## src/rtl/scl_div_pkg.sv

```systemverilog
package scl_div_pkg;

  typedef enum logic [1:0] {
    SRC_IDLE = 2'd0,
    SRC_SLOW = 2'd1,
    SRC_FAST = 2'd2
  } src_e;

  // True when adding the step to the running total reaches the modulus.
  function automatic logic step_wraps(input logic [31:0] acc,
                                      input logic [31:0] step,
                                      input logic [31:0] modv);
    return (acc + step) >= modv;
  endfunction

  // New accumulator value after one counting cycle.
  function automatic logic [31:0] step_next(input logic [31:0] acc,
                                            input logic [31:0] step,
                                            input logic [31:0] modv);
    logic [31:0] sum;
    sum = acc + step;
    return (sum >= modv) ? (sum - modv) : sum;
  endfunction

endpackage

```

## src/rtl/scl_div_cfg_regs.sv

```systemverilog
module scl_div_cfg_regs
  import scl_div_pkg::*;
#(
  parameter int INC_W = 8,
  parameter int DEC_W = 10
) (
  input  logic                   clk,
  input  logic                   rst_n,
  input  logic                   slow_we,
  input  logic                   fast_we,
  input  logic [INC_W+DEC_W-1:0] cfg_wdata,
  output src_e                   src,
  output logic [INC_W-1:0]       act_inc,
  output logic [DEC_W-1:0]       act_dec
);
  localparam int CFG_W = INC_W + DEC_W;

  logic [CFG_W-1:0] slow_q;
  logic [CFG_W-1:0] fast_q;
  logic [CFG_W-1:0] act_word;

  always_ff @(posedge clk or negedge rst_n) begin
    if (!rst_n) begin
      slow_q <= '0;
      fast_q <= '0;
    end else begin
      if (slow_we) slow_q <= cfg_wdata;
      if (fast_we) fast_q <= cfg_wdata;
    end
  end

  // High-speed register wins whenever it holds anything.
  always_comb begin
    if (fast_q != '0) begin
      src      = SRC_FAST;
      act_word = fast_q;
    end else if (slow_q != '0) begin
      src      = SRC_SLOW;
      act_word = slow_q;
    end else begin
      src      = SRC_IDLE;
      act_word = '0;
    end
  end

  assign act_dec = act_word[DEC_W-1:0];
  assign act_inc = act_word[CFG_W-1:DEC_W];

endmodule

```

## src/rtl/scl_div_accum.sv

```systemverilog
module scl_div_accum
  import scl_div_pkg::*;
#(
  parameter int INC_W = 8,
  parameter int DEC_W = 10,
  parameter int ACC_W = 12
) (
  input  logic             clk,
  input  logic             rst_n,
  input  logic             clr,
  input  logic             en,
  input  logic [INC_W-1:0] inc,
  input  logic [DEC_W-1:0] dec,
  output logic             wrap,
  output logic [ACC_W-1:0] acc,
  output logic             tick
);
  logic [31:0]      modv;
  logic [ACC_W-1:0] acc_nxt;

  assign modv    = 32'(dec) + 32'd1;
  assign wrap    = en && step_wraps(32'(acc), 32'(inc), modv);
  assign acc_nxt = ACC_W'(step_next(32'(acc), 32'(inc), modv));

  always_ff @(posedge clk or negedge rst_n) begin
    if (!rst_n) begin
      acc  <= '0;
      tick <= 1'b0;
    end else if (clr) begin
      acc  <= '0;
      tick <= 1'b0;
    end else if (en) begin
      acc  <= acc_nxt;
      tick <= wrap;
    end else begin
      tick <= 1'b0;
    end
  end

endmodule

```

## src/rtl/scl_frac_divider.sv

```systemverilog
module scl_frac_divider
  import scl_div_pkg::*;
#(
  parameter int INC_W = 8,
  parameter int DEC_W = 10
) (
  input  logic                   clk,
  input  logic                   rst_n,
  input  logic                   run_en,
  input  logic                   slow_we,
  input  logic                   fast_we,
  input  logic [INC_W+DEC_W-1:0] cfg_wdata,
  output logic                   tick
);
  localparam int ACC_W = ((DEC_W > INC_W) ? DEC_W : INC_W) + 2;

  src_e             src;
  logic [INC_W-1:0] act_inc;
  logic [DEC_W-1:0] act_dec;
  logic             cfg_wr;
  logic             acc_clr;
  logic             acc_en;
  logic             acc_wrap;
  logic [ACC_W-1:0] acc_val;

  assign cfg_wr  = slow_we || fast_we;
  assign acc_clr = !run_en || cfg_wr;
  assign acc_en  = (src != SRC_IDLE);

  scl_div_cfg_regs #(.INC_W(INC_W), .DEC_W(DEC_W)) u_cfg (
    .clk       (clk),
    .rst_n     (rst_n),
    .slow_we   (slow_we),
    .fast_we   (fast_we),
    .cfg_wdata (cfg_wdata),
    .src       (src),
    .act_inc   (act_inc),
    .act_dec   (act_dec)
  );

  scl_div_accum #(.INC_W(INC_W), .DEC_W(DEC_W), .ACC_W(ACC_W)) u_acc (
    .clk   (clk),
    .rst_n (rst_n),
    .clr   (acc_clr),
    .en    (acc_en),
    .inc   (act_inc),
    .dec   (act_dec),
    .wrap  (acc_wrap),
    .acc   (acc_val),
    .tick  (tick)
  );

endmodule

```

## config.mk

```make
export PLATFORM = sky130hd
export DESIGN_NAME = scl_frac_divider
export DESIGN_NICKNAME = d
export VERILOG_FILES = /design/src/rtl/scl_div_pkg.sv /design/src/rtl/scl_div_cfg_regs.sv /design/src/rtl/scl_div_accum.sv /design/src/rtl/scl_frac_divider.sv
export SDC_FILE = /design/constraint.sdc
export NUM_CORES = 1
export LEC_CHECK = 0
export BUFFER_PORTS_ARGS = -buffer_cell sky130_fd_sc_hd__buf_4
export CORE_ASPECT_RATIO = 0.5
export CORE_MARGIN = 4
export CORE_UTILIZATION = 58
export DETAILED_ROUTE_END_ITERATION = 12
export HOLD_SLACK_MARGIN = 0.03
export PLACE_DENSITY = 0.77
export SYNTH_ARGS = -nofsm -noshare
export SYNTH_HDL_FRONTEND = slang
export SYNTH_SLANG_ARGS = --single-unit
```

## constraint.sdc

```tcl
create_clock -name clk -period 6.7 [get_ports clk]
set_clock_uncertainty 0.15 [all_clocks]
set_input_delay 1.34 -clock clk [delete_from_list [all_inputs] [get_ports clk]]
set_output_delay 1.34 -clock clk [all_outputs]
set_load 0.005 [all_outputs]
```

==> impl_metrics.py <==
metrics = {
    "status": {
        "status": "finished, final reports clean",
    },
    "route": {
        "drtIter0Drc": 203,
        "drc": 0,
        "wl_per_cell_um": 19.1,
        "via_count": 2663,
        "routed_wl_um": 8050,
        "firstDrtPassIters": 5,
        "antenna_left": 0,
        "via_per_inst": 6.33,
    },
    "final_layout": {
        "drive_above_1_share": 0.247,
        "stdcell_area_mm2": 0.00372,
        "final_common_cell": "dfrtp_1",
        "layout_common_cells": "49 x dfrtp_1, 34 x mux2_2, 27 x nand2_1, 23 x buf_4, 21 x ha_1",
        "diodes": 0,
        "finalNonFillerCells": 421,
        "fin_nets": 393,
        "syn2layout_area_growth_pct": 10.9,
        "n_fill_cell": 439,
    },
    "synthesis": {
        "synthArstFlopShare": 1.00,
        "synth_top_area_frac": 0.366,
        "synth_compound_area_frac": 0.166,
        "synth.avg_cell_area_um2": 10.3,
        "ys_warn_count": 0,
        "synth_xor_area_frac": 0.0549,
        "synthMuxAreaShare": 0.138,
        "yosysUniqueCellTypes": 55,
        "syn-num-nets": 372,
        "synth_top_family_by_area": "compound AO/OA/AOI/OAI gates",
        "synthesis.instances": 326,
        "netlist_area_mm2": 0.00335,
        "ys.flop_type": "dfrtp_1",
        "ys_seq_elements": 49,
        "synth.top_cells.by_area": "dfrtp_1 37%, mux2_2 11%, ha_1 7.8%",
        "synth_edf_count": 0,
        "yosys.area_share.adder": 0.0904,
        "yosysTopAreaCell": "dfrtp_1",
        "synth_simple_gate_area_share": 0.156,
        "ys_seq_area_frac": 0.366,
    },
    "timing": {
        "final.min_clock_period_ps": 5740,
        "layout_setup_ws_ps": 959,
        "finalSetupViolations": 0,
        "fmax_ghz": 0.174,
        "finalCritPeriodShare": 0.857,
        "rsz0062_at_grt": "no",
        "worstMarginPinSlew_ps": 805,
        "hold_violations": 0,
        "finalSetupTns_ps": 0,
        "relSlewSlack": 0.461,
        "slew_violations": 0,
    },
    "clock_network": {
        "cts_buffers": 5,
        "post-cts-setup-buffers": 0,
        "ctsResizeCount": 0,
        "clock_latency_ps": 290,
        "clk_path_buf_depth": 2,
        "cts_tree": "yes",
        "htreeDepth": 2,
        "cts_sinks": 49,
        "holdBufCountCts": 0,
        "cts_root_buf": "clkbuf_16",
        "clkTransAtPathRegs_ps": 70,
    },
    "worst_hold_path": {
        "min_path_type": "reg -> reg",
    },
    "critical_path": {
        "crit_required_ps": 6690,
        "critPathKind": "reg -> reg",
        "end_kind": "flop",
        "start_kind": "flop",
        "worstPathArrival_ps": 5730,
        "critPathSlowestCell": "or4_4",
        "crit_chain": "or4_4, nor4_4, nand2_2, nor2_1, a21o_1, ha_1, inv_1, fa_1, nand3b_1, a21oi_1, o41a_1, nand3_1, xnor2_1, ha_1, nand2_1, nor4_1, nor3_1, o2bb2ai_1, o2111a_1, o311ai_0",
        "slowest_delay_ps": 550,
        "crit_path_frequent_cell": "ha_1",
        "cp_max_fo": 16,
    },
    "global_route": {
        "grt_pass1_vias": 2585,
        "grt_use_total": 0.238,
        "grt_max_degree": 50,
        "grt_pass1_wl_um": 12900,
        "overflow": 0,
        "top_usage_layer": "met2",
        "grt_use_met1": 0.327,
        "antenna_found_initial": 0,
        "use_met2": 0.394,
        "grtUsageMet3": 0.0445,
    },
    "flow_run": {
        "drv_cap": 0,
    },
    "floorplanning": {
        "ios": 24,
        "die_w_um": 115,
        "fp.dieH_um": 61.7,
        "start_util": 0.605,
        "die-area_mm2": 0.00713,
        "rows": 19,
        "core_mm2": 0.00554,
    },
    "power_and_ir_drop": {
        "p_total_mw": 0.933,
        "p_leak_nw": 1.68,
        "irDropWorstVdd_mv": 0.168,
        "powerDensity_mw_per_mm2": 251,
    },
    "place": {
        "dp_hpwl_um": 6100,
        "place_ws_ps": 958,
        "placed_cells": 413,
        "gp_congestion": 0.927,
        "dpl-instance-area_mm2": 0.00356,
        "port_buffers": 23,
    },
}
metrics by stage:
stage | utilization | hold WS, ps
global placement | 0.643 | 321
finish | 0.671 | 345
floorplan | - | 306
CTS | 0.671 | 349
detailed placement | 0.643 | 334
global route | 0.671 | 368
cell usage after synthesis, types with 2 or more instances:
| cell | number |
|---|---|
| dfrtp_1 | 49 |
| mux2_2 | 34 |
| nand2_1 | 27 |
| ha_1 | 21 |
| nor2_1 | 20 |
| o21ai_0 | 19 |
| nand3_1 | 12 |
| a21oi_1 | 11 |
| inv_1 | 11 |
| xnor2_1 | 11 |
| xor2_1 | 10 |
| mux2i_1 | 8 |
| a21o_1 | 7 |
| a21o_2 | 6 |
| a211oi_1 | 5 |
| nand2b_1 | 5 |
| nor4_1 | 5 |
| clkbuf_1 | 4 |
| nor3_1 | 4 |
| o31ai_1 | 4 |
| or4_1 | 4 |
| a31o_2 | 3 |
| and3_1 | 3 |
| nand4_1 | 3 |
| a21oi_2 | 2 |
| a221o_1 | 2 |
| a32oi_1 | 2 |
| buf_2 | 2 |
| buf_4 | 2 |
| fa_1 | 2 |
| nor2b_1 | 2 |
| nor4_4 | 2 |
| o21a_1 | 2 |
layout make-up:
type | instances | area, um^2 | area share
clock buffers | 6 | 139 | 0.0374
clock inverters | 2 | 17.5 | 0.00471
inverters | 11 | 41.3 | 0.0111
multi-input cells | 257 | 2030 | 0.546
flip-flops and latches | 49 | 1230 | 0.330
well taps | 73 | 91.3 | 0.0246
repair buffers | 23 | 173 | 0.0465
worst max-delay path: cells and delay by family, from the launching register on:
| family | cells | cell delay (ps) |
|---|---|---|
| DFF | 1 | 400 |
| xor gates and xnor gates | 1 | 160 |
| AOI/OAI and AO/OA | 6 | 1760 |
| buffers and inverters | 1 | 60 |
| adders and majority gates | 3 | 910 |
| and+or+nand+nor | 9 | 2160 |
registers in the layout (all words and copies together) (netlist names):
register / cells
u_acc.tick: 1
u_acc.acc: 12
u_cfg.fast_q: 18
u_cfg.slow_q: 18
layer usage:
| metal | up-vias | wire length, um |
|---|---|---|
| met2 | 75 | 3770 |
| met1 | 1317 | 3670 |
| li1 | 1252 | - |
| met3 | 19 | 436 |
| met4 | 0 | 170 |
| met5 | - | 0 |
logic make-up after synthesis:
kind of cell               Yosys count
DFF                                 49
and+or+nand+nor                     95
muxes                               42
buffers and inverters               20
xor gates and xnor gates            21
AOI/OAI and AO/OA                   76
adders and majority gates           23
report_power, final:
| group | switching [mW] | internal, mW | leakage, nW |
|---|---|---|---|
| Sequential | 0.0245 | 0.322 | 0.601 |
| Combinational | 0.178 | 0.139 | 1.00 |
| Clock | 0.118 | 0.151 | 0.0775 |
path summary, 6_finish.rpt:
path                            startpoint              end  slack, ps  cells past startpoint
setup / recovery           u_cfg.fast_q[1]     u_acc.acc[3]        960                     20
hold reg to reg               u_acc.acc[5]     u_acc.acc[5]        340                      2
min in group asynchronous            rst_n     u_acc.acc[6]        900                      1
hold / removal                u_acc.acc[5]     u_acc.acc[5]        340                      2
setup reg to reg           u_cfg.fast_q[1]     u_acc.acc[3]        960                     20
max in group asynchronous            rst_n  u_cfg.slow_q[9]       5060                      1
No activity file was read; power rests on OpenSTA's default activity.
